### src/rtl/fvd_pkg.sv
package fvd_pkg;
  localparam int LEN_W_DEF    = 10;
  localparam int HALF_CYC_DEF = 864;
endpackage

### src/rtl/fvd_strobe_gen.sv
module fvd_strobe_gen #(
  parameter int HALF_CYC = 864,
  parameter int PW       = $clog2(HALF_CYC)
) (
  input  logic          clk,
  input  logic          rst,
  input  logic [PW-1:0] phase,
  output logic          strobe
);
  localparam logic [PW-1:0] LAST = PW'(HALF_CYC - 1);

  logic [PW-1:0] hcnt;

  always_ff @(posedge clk) begin
    if (rst) begin
      hcnt   <= '0;
      strobe <= 1'b0;
    end else begin
      hcnt   <= (hcnt == LAST) ? '0 : hcnt + 1'b1;
      strobe <= (hcnt == phase);
    end
  end

  // a strobe is never followed by another strobe in the next clock
  a_r2_strobe_gap: assert property (@(posedge clk) disable iff (rst)
    strobe |=> !strobe);
endmodule

### src/rtl/fvd_field_meter.sv
module fvd_field_meter #(
  parameter int LEN_W = 10
) (
  input  logic             clk,
  input  logic             rst,
  input  logic             strobe,
  input  logic             vs_in,
  output logic             bnd,
  output logic [LEN_W-1:0] pos,
  output logic [LEN_W-1:0] len_last,
  output logic [LEN_W-1:0] len_prev,
  output logic             fid_in
);
  localparam logic [LEN_W-1:0] MAXV = '1;

  logic             s_last;
  logic [LEN_W-1:0] pos_inc;
  logic             pv;

  always_comb begin
    bnd     = strobe && vs_in && !s_last;
    pos_inc = (pos == MAXV) ? MAXV : pos + 1'b1;
  end

  always_ff @(posedge clk) begin
    if (rst) begin
      s_last   <= 1'b0;
      pos      <= '0;
      len_last <= '0;
      len_prev <= '0;
      fid_in   <= 1'b0;
      pv       <= 1'b0;
    end else begin
      pv <= 1'b1;
      if (strobe) begin
        s_last <= vs_in;
        if (bnd) begin
          len_prev <= len_last;
          len_last <= pos_inc;
          pos      <= '0;
          fid_in   <= ~fid_in;
        end else begin
          pos <= pos_inc;
        end
      end
    end
  end

  // the count moves only after a strobe
  a_r3_count_on_strobe: assert property (@(posedge clk) disable iff (rst)
    (pv && !$past(strobe)) |-> $stable(pos));
  // the older register only ever takes the newer one
  a_r5_shift_pair: assert property (@(posedge clk) disable iff (rst)
    (pv && (len_prev != $past(len_prev))) |-> (len_prev == $past(len_last)));
  // a full count stays full without a boundary
  a_r6_no_wrap: assert property (@(posedge clk) disable iff (rst)
    (pv && $past(pos) == MAXV && !$past(bnd)) |-> (pos == MAXV));
  // the input field flag moves only on a boundary
  a_r7_fid_on_bnd: assert property (@(posedge clk) disable iff (rst)
    (pv && (fid_in != $past(fid_in))) |-> $past(bnd));
endmodule

### src/rtl/fvd_vsync_dbl.sv
module fvd_vsync_dbl #(
  parameter int LEN_W = 10
) (
  input  logic             clk,
  input  logic             rst,
  input  logic             strobe,
  input  logic             bnd,
  input  logic [LEN_W-1:0] pos,
  input  logic [LEN_W-1:0] len_last,
  input  logic [LEN_W-1:0] offset,
  output logic             vs_out,
  output logic             fid_dbl
);
  localparam logic [LEN_W-1:0] MAXV = '1;

  logic [LEN_W-1:0] cur;
  logic [LEN_W:0]   tgt1, tgt2;
  logic             frozen, hit, pv;

  always_comb begin
    frozen = (pos == MAXV) && !bnd;
    if (bnd)               cur = '0;
    else if (pos == MAXV)  cur = MAXV;
    else                   cur = pos + 1'b1;
    tgt1 = {1'b0, offset};
    tgt2 = {1'b0, offset} + {2'b00, len_last[LEN_W-1:1]};
    hit  = strobe && !frozen && (({1'b0, cur} == tgt1) || ({1'b0, cur} == tgt2));
  end

  always_ff @(posedge clk) begin
    if (rst) begin
      vs_out  <= 1'b0;
      fid_dbl <= 1'b0;
      pv      <= 1'b0;
    end else begin
      pv     <= 1'b1;
      vs_out <= hit;
      if (hit) fid_dbl <= ~fid_dbl;
    end
  end

  // a doubled sync pulse always follows a strobe
  a_r8_after_strobe: assert property (@(posedge clk) disable iff (rst)
    (pv && vs_out) |-> $past(strobe));
  // each pulse flips the doubled-rate flag
  a_r10_fid_flip: assert property (@(posedge clk) disable iff (rst)
    (pv && vs_out) |-> (fid_dbl != $past(fid_dbl)));
  // no pulse while the position sits at saturation
  a_r11_quiet_sat: assert property (@(posedge clk) disable iff (rst)
    (pv && $past(pos) == MAXV && !$past(bnd)) |-> !vs_out);
endmodule

### src/rtl/field_rate_doubler.sv
module field_rate_doubler
  import fvd_pkg::*;
#(
  parameter int HALF_CYC = HALF_CYC_DEF,
  parameter int LEN_W    = LEN_W_DEF,
  parameter int PW       = $clog2(HALF_CYC)
) (
  input  logic             clk,
  input  logic             rst,
  input  logic             vsync_in,
  input  logic [PW-1:0]    strobe_phase,
  input  logic [LEN_W-1:0] sync_offset,
  output logic             halfline_strobe,
  output logic [LEN_W-1:0] field_len_last,
  output logic [LEN_W-1:0] field_len_prev,
  output logic             vsync_dbl,
  output logic             field_id_in,
  output logic             field_id_dbl
);
  logic             strobe;
  logic             bnd;
  logic [LEN_W-1:0] pos;

  fvd_strobe_gen #(.HALF_CYC(HALF_CYC), .PW(PW)) u_strobe (
    .clk(clk), .rst(rst), .phase(strobe_phase), .strobe(strobe)
  );

  fvd_field_meter #(.LEN_W(LEN_W)) u_meter (
    .clk(clk), .rst(rst), .strobe(strobe), .vs_in(vsync_in),
    .bnd(bnd), .pos(pos), .len_last(field_len_last),
    .len_prev(field_len_prev), .fid_in(field_id_in)
  );

  fvd_vsync_dbl #(.LEN_W(LEN_W)) u_dbl (
    .clk(clk), .rst(rst), .strobe(strobe), .bnd(bnd), .pos(pos),
    .len_last(field_len_last), .offset(sync_offset),
    .vs_out(vsync_dbl), .fid_dbl(field_id_dbl)
  );

  assign halfline_strobe = strobe;
endmodule

### config.mk
export PLATFORM = sky130hd
export DESIGN_NAME = field_rate_doubler
export DESIGN_NICKNAME = d
export VERILOG_FILES = /design/src/rtl/fvd_pkg.sv /design/src/rtl/fvd_strobe_gen.sv /design/src/rtl/fvd_field_meter.sv /design/src/rtl/fvd_vsync_dbl.sv /design/src/rtl/field_rate_doubler.sv
export SDC_FILE = /design/constraint.sdc
export NUM_CORES = 1
export LEC_CHECK = 0
export BUFFER_PORTS_ARGS = -buffer_cell sky130_fd_sc_hd__clkbuf_2
export CAP_MARGIN = 30
export CORE_UTILIZATION = 54
export DETAILED_ROUTE_END_ITERATION = 8
export MAX_ROUTING_LAYER = met4
export PLACE_DENSITY = 0.77
export SYNTH_ARGS = -nofsm -noshare
export SYNTH_HDL_FRONTEND = slang
export SYNTH_SLANG_ARGS = --single-unit
### constraint.sdc
create_clock -name clk -period 5.55 [get_ports clk]
set_clock_uncertainty 0.05 [all_clocks]
set_input_delay 0.555 -clock clk [delete_from_list [all_inputs] [get_ports clk]]
set_output_delay 0.555 -clock clk [all_outputs]
set_load 0.1 [all_outputs]
==> summary by stage <==
Layout
For this run, the post-layout net count is 449. The repair_antennas step left the layout with diodes totalling 0. Cells with a size suffix above 1 make up 17.8% of the layout. The filler cell count is 522. The layout overhead on the synthesized area is 11.0%. The final design utilization is 61.9%.

Pwr
The net switching power figure is 159 µW. The combinational cell fraction of total power is 9.0%. Power spread over the standard cell area amounts to 176 nW/µm². The proportion of power drawn by flip-flops and latches is 54.8%. Per report_power, the clock group accounts for 36.2% of the total. Of the total power, the share spent switching nets is 26.6%. After layout, the design draws a total of 597 µW. Cell internal power was estimated by the tool at 438 µW.

VDD sags by at most 0.000141 V. The analysis attributes to cell leakage a power of 0.00131 µW.

Clocking
The hold-fix buffer count after cts is 0. The total of cells resized after clock tree synthesis is 0. The clock drives 45 sinks. Clock-pin slew was measured on the worst setup and hold paths at 0.10 ns. Buffers inserted during clock tree synthesis total 5. The buffer cell driving the clock tree root is clkbuf_8. In this run the deepest clock path goes through 2 buffers.

TritonCTS built the clock tree. CTS built an H-tree with a depth of 2. The clock latency on the worst-skew pair is 0.31 ns.

The number of buffers added for setup after CTS is 0.

Routing
The per-cell routed wire length is 16.1 µm. The total routed wirelength is 7.86 mm. The number of nets still failing antenna checks after routing is 0. After the first detailed-routing iteration, the DRC count stood at 193.

The number of iterations in the first detailed-routing pass is 4. The final route contains 2,920 vias. The residual DRC count is 0. The average via count per standard cell is 6.00.

Logic synthesis
The synthesized netlist devotes 5.17% of its cell area to adder and majority cells. Synthesis produced 379 cells. Summing the areas of all xor and xnor instances in the mapped netlist gives 10.5% of the synthesized area. The post-synth design cell area is 3050 µm².

Of all flip-flops after synthesis, the portion carrying an async set or reset was 0%. By area the synthesized netlist is led by dfxtp_1, xor2_1, nand2_1. The number of enable flip-flop cells after synthesis is 0. By area, the combinational part of the netlist is dominated by simple AND/OR/NAND/NOR gates.

The number of flip-flops and latches in the synthesized netlist is 45. The number of unique standard cell types used by synthesis is 69. Yosys printed 0 warnings.

The basic-gate share of the synthesized area counting and, or, nand and nor cells is 26.2%. The share of the Yosys chip area taken by registers is 29.5%. After synthesis, the most frequently instantiated cells are dfxtp_1, nand2_1, nor2_1. When the netlist entered floorplanning its net count stood at 414. The average cell area after synthesis is 8.05 µm². The commonest register cell after synthesis is dfxtp_1.

The area share of the largest cell type after synthesis is 29.5%. The synthesized netlist devotes 23.0% of its cell area to compound gates. The cell type with the highest aggregate area in the netlist is dfxtp_1. The portion of netlist area occupied by mux cells is 1.64%.

In the post-synthesis netlist, the cell with the most instances is dfxtp_1.

Floorplanning
The floorplan die height is 77.2 µm. In this run the core area contains 27 standard-cell rows. The top-level port count is 47.

The area of the die is 5950 µm². In this run the horizontal extent of the chip is 77.2 µm. For this configuration, the core starts out at a cell density of 55.7%. The core region is 5470 µm².

Worst setup path
In this design, the stage delay of the slowest critical-path cell is 0.60 ns. Among all stages on the critical path, the largest delay is contributed by nor3_1. On the critical path the largest part of the delay comes from simple AND/OR/NAND/NOR gates. The total buffers and inverters traversed by the critical path is 0. Walking the worst path, the cells encountered are ha_1 -> and3_1 -> a311oi_1 -> nor3_1 -> xnor2_1 -> xnor2_1 -> o2111ai_1 -> a221oi_1 -> o21ai_1. The worst endpoint required time is 5.69 ns.

The critical path arrival is 3.40 ns. The worst setup path is captured at a flip-flop. The most frequent cell on the critical path is xnor2_1. The critical-path maximum fanout is 12. The startpoint type of the worst setup path is a flip-flop. The critical setup path kind is reg -> reg. In this run the number of cells on the critical path is 9. The length in cells of the worst reg-to-reg path is 9.

Run
Across the run, the number of max-cap violations was 0.

Placement
The post-DP HPWL is 5.89 mm. The global placement routability congestion is 0.958. The number of port buffers is 46.

Status
The flow ran to the end, and the final reports show no timing, DRC or antenna violations.

Timing
The period utilization is 58.7%. Headroom to the max-slew limit came out at 45.9%. Setup repair after global routing left no endpoint under its margin. The count of endpoints failing hold in the final timing report is 0. The max-slew violation count came to 0.

For the final routed database, the setup TNS stands at 0 ns. The transition time at the pin with the least slew margin is 0.811 ns. The minimum hold slack is 0.408 ns. The clock period minus worst slack is 3.26 ns. The final count of negative-setup-slack endpoints is 0. The maximum achievable frequency is 307 MHz.

Global routing
The first global-routing pass estimated 12.7 mm of wire. For this run the aggregate overflow at the end of global routing stands at 0. For this run, the total global-route usage over all layers was measured as 27.8%. The number of antenna violations at the first check in global routing came to 0. Entering global routing, the biggest net connects 40 pins. The via count of the first global-routing pass was 2,637.

Hold path
The worst hold path depth is 2. The class of the most critical hold timing path is reg -> reg.
-- final cells by class --
cell class | count | area (µm²) | area share [%]
Sequential cell | 45 | 901 | 26.6
Multi-Input combinational cell | 307 | 2030 | 59.8
Tap cell | 72 | 90.1 | 2.66
Inverter | 6 | 22.5 | 0.665
Timing Repair Buffer | 49 | 253 | 7.46
Clock inverter | 3 | 25.0 | 0.739
Clock buffer | 5 | 68.8 | 2.03
-- stage by stage --
step	setup WS, ns	std cells	cell area [µm²]
6_report	2.29	487	3390
5_1_grt	2.02	487	3390
2_1_floorplan	2.37	379	3050
4_1_cts	2.34	487	3390
3_3_place_gp	2.40	479	3290
3_5_place_dp	2.34	479	3290
-- cell usage in the layout, fill, tap and decap left out, drive strengths merged, types with 6 or more instances in the layout --
master | Yosys | routed
clkbuf | 8 | 51
dfxtp | 45 | 45
nand2 | 43 | 43
nor2 | 41 | 41
a21oi | 29 | 29
xor2 | 24 | 24
nand3 | 16 | 16
nor3 | 15 | 15
o21ai | 14 | 14
ha | 11 | 11
xnor2 | 10 | 10
o211ai | 8 | 8
and3 | 7 | 7
a211oi | 7 | 7
inv | 6 | 7
a311oi | 6 | 6
-- worst reg2reg max path, cell delays in order (launching register included) --
cell and delay (ns):
dfxtp_1 0.54, ha_1 0.32, and3_1 0.41, a311oi_1 0.19
nor3_1 0.60, xnor2_1 0.17, xnor2_1 0.26, o2111ai_1 0.20
a221oi_1 0.29, o21ai_1 0.10
-- state kept, by name (all words and copies together) (netlist names) --
register and flops:
u_meter.s_last 1, u_strobe.hcnt 10, u_meter.len_prev 10, u_meter.len_last 10, u_meter.fid_in 1, u_meter.pos 10
u_dbl.fid_dbl 1, u_dbl.vs_out 1, u_strobe.strobe 1
-- metal layers --
layer	part of all wire, %	global-route usage [%]	wire (µm)	up-vias
li1	-	-	-	1459
met5	0	-	0	-
met2	47	44.5	3680	97
met4	3.1	11.9	246	0
met1	45	34.8	3550	1346
met3	5.0	4.17	393	18
-- path summary, 6_finish.rpt --
kind	from	endpoint	slack, ns
setup / recovery	u_meter.pos[0]	u_dbl.fid_dbl	2.29
hold reg to reg	u_meter.len_prev[0]	u_meter.len_prev[0]	0.41
hold / removal	u_meter.len_prev[0]	u_meter.len_prev[0]	0.41
setup reg to reg	u_meter.pos[0]	u_dbl.fid_dbl	2.29
-- power by group through the flow --
| stage | clock [µW] | combinational (µW) | sequential (µW) |
|---|---|---|---|
| 6_report | 216 | 53.6 | 327 |
| 5_1_grt | 230 | 59.2 | 328 |
| 4_1_cts | 221 | 53.1 | 327 |
| 3_5_place_dp | 0 | 52.9 | 335 |
| 3_3_place_gp | 0 | 52.1 | 335 |
| 2_1_floorplan | 0 | 33.5 | 334 |
-- logic make-up (layout without fill, tap and decap cells) --
family	count (synthesis)	count (layout)
buf+inv	27	63
mux	5	5
fa+ha+maj	12	12
compound gates	100	100
flops	45	45
xor+xnor	35	35
simple gates	155	155
No activity file was read; power rests on OpenSTA's default activity.
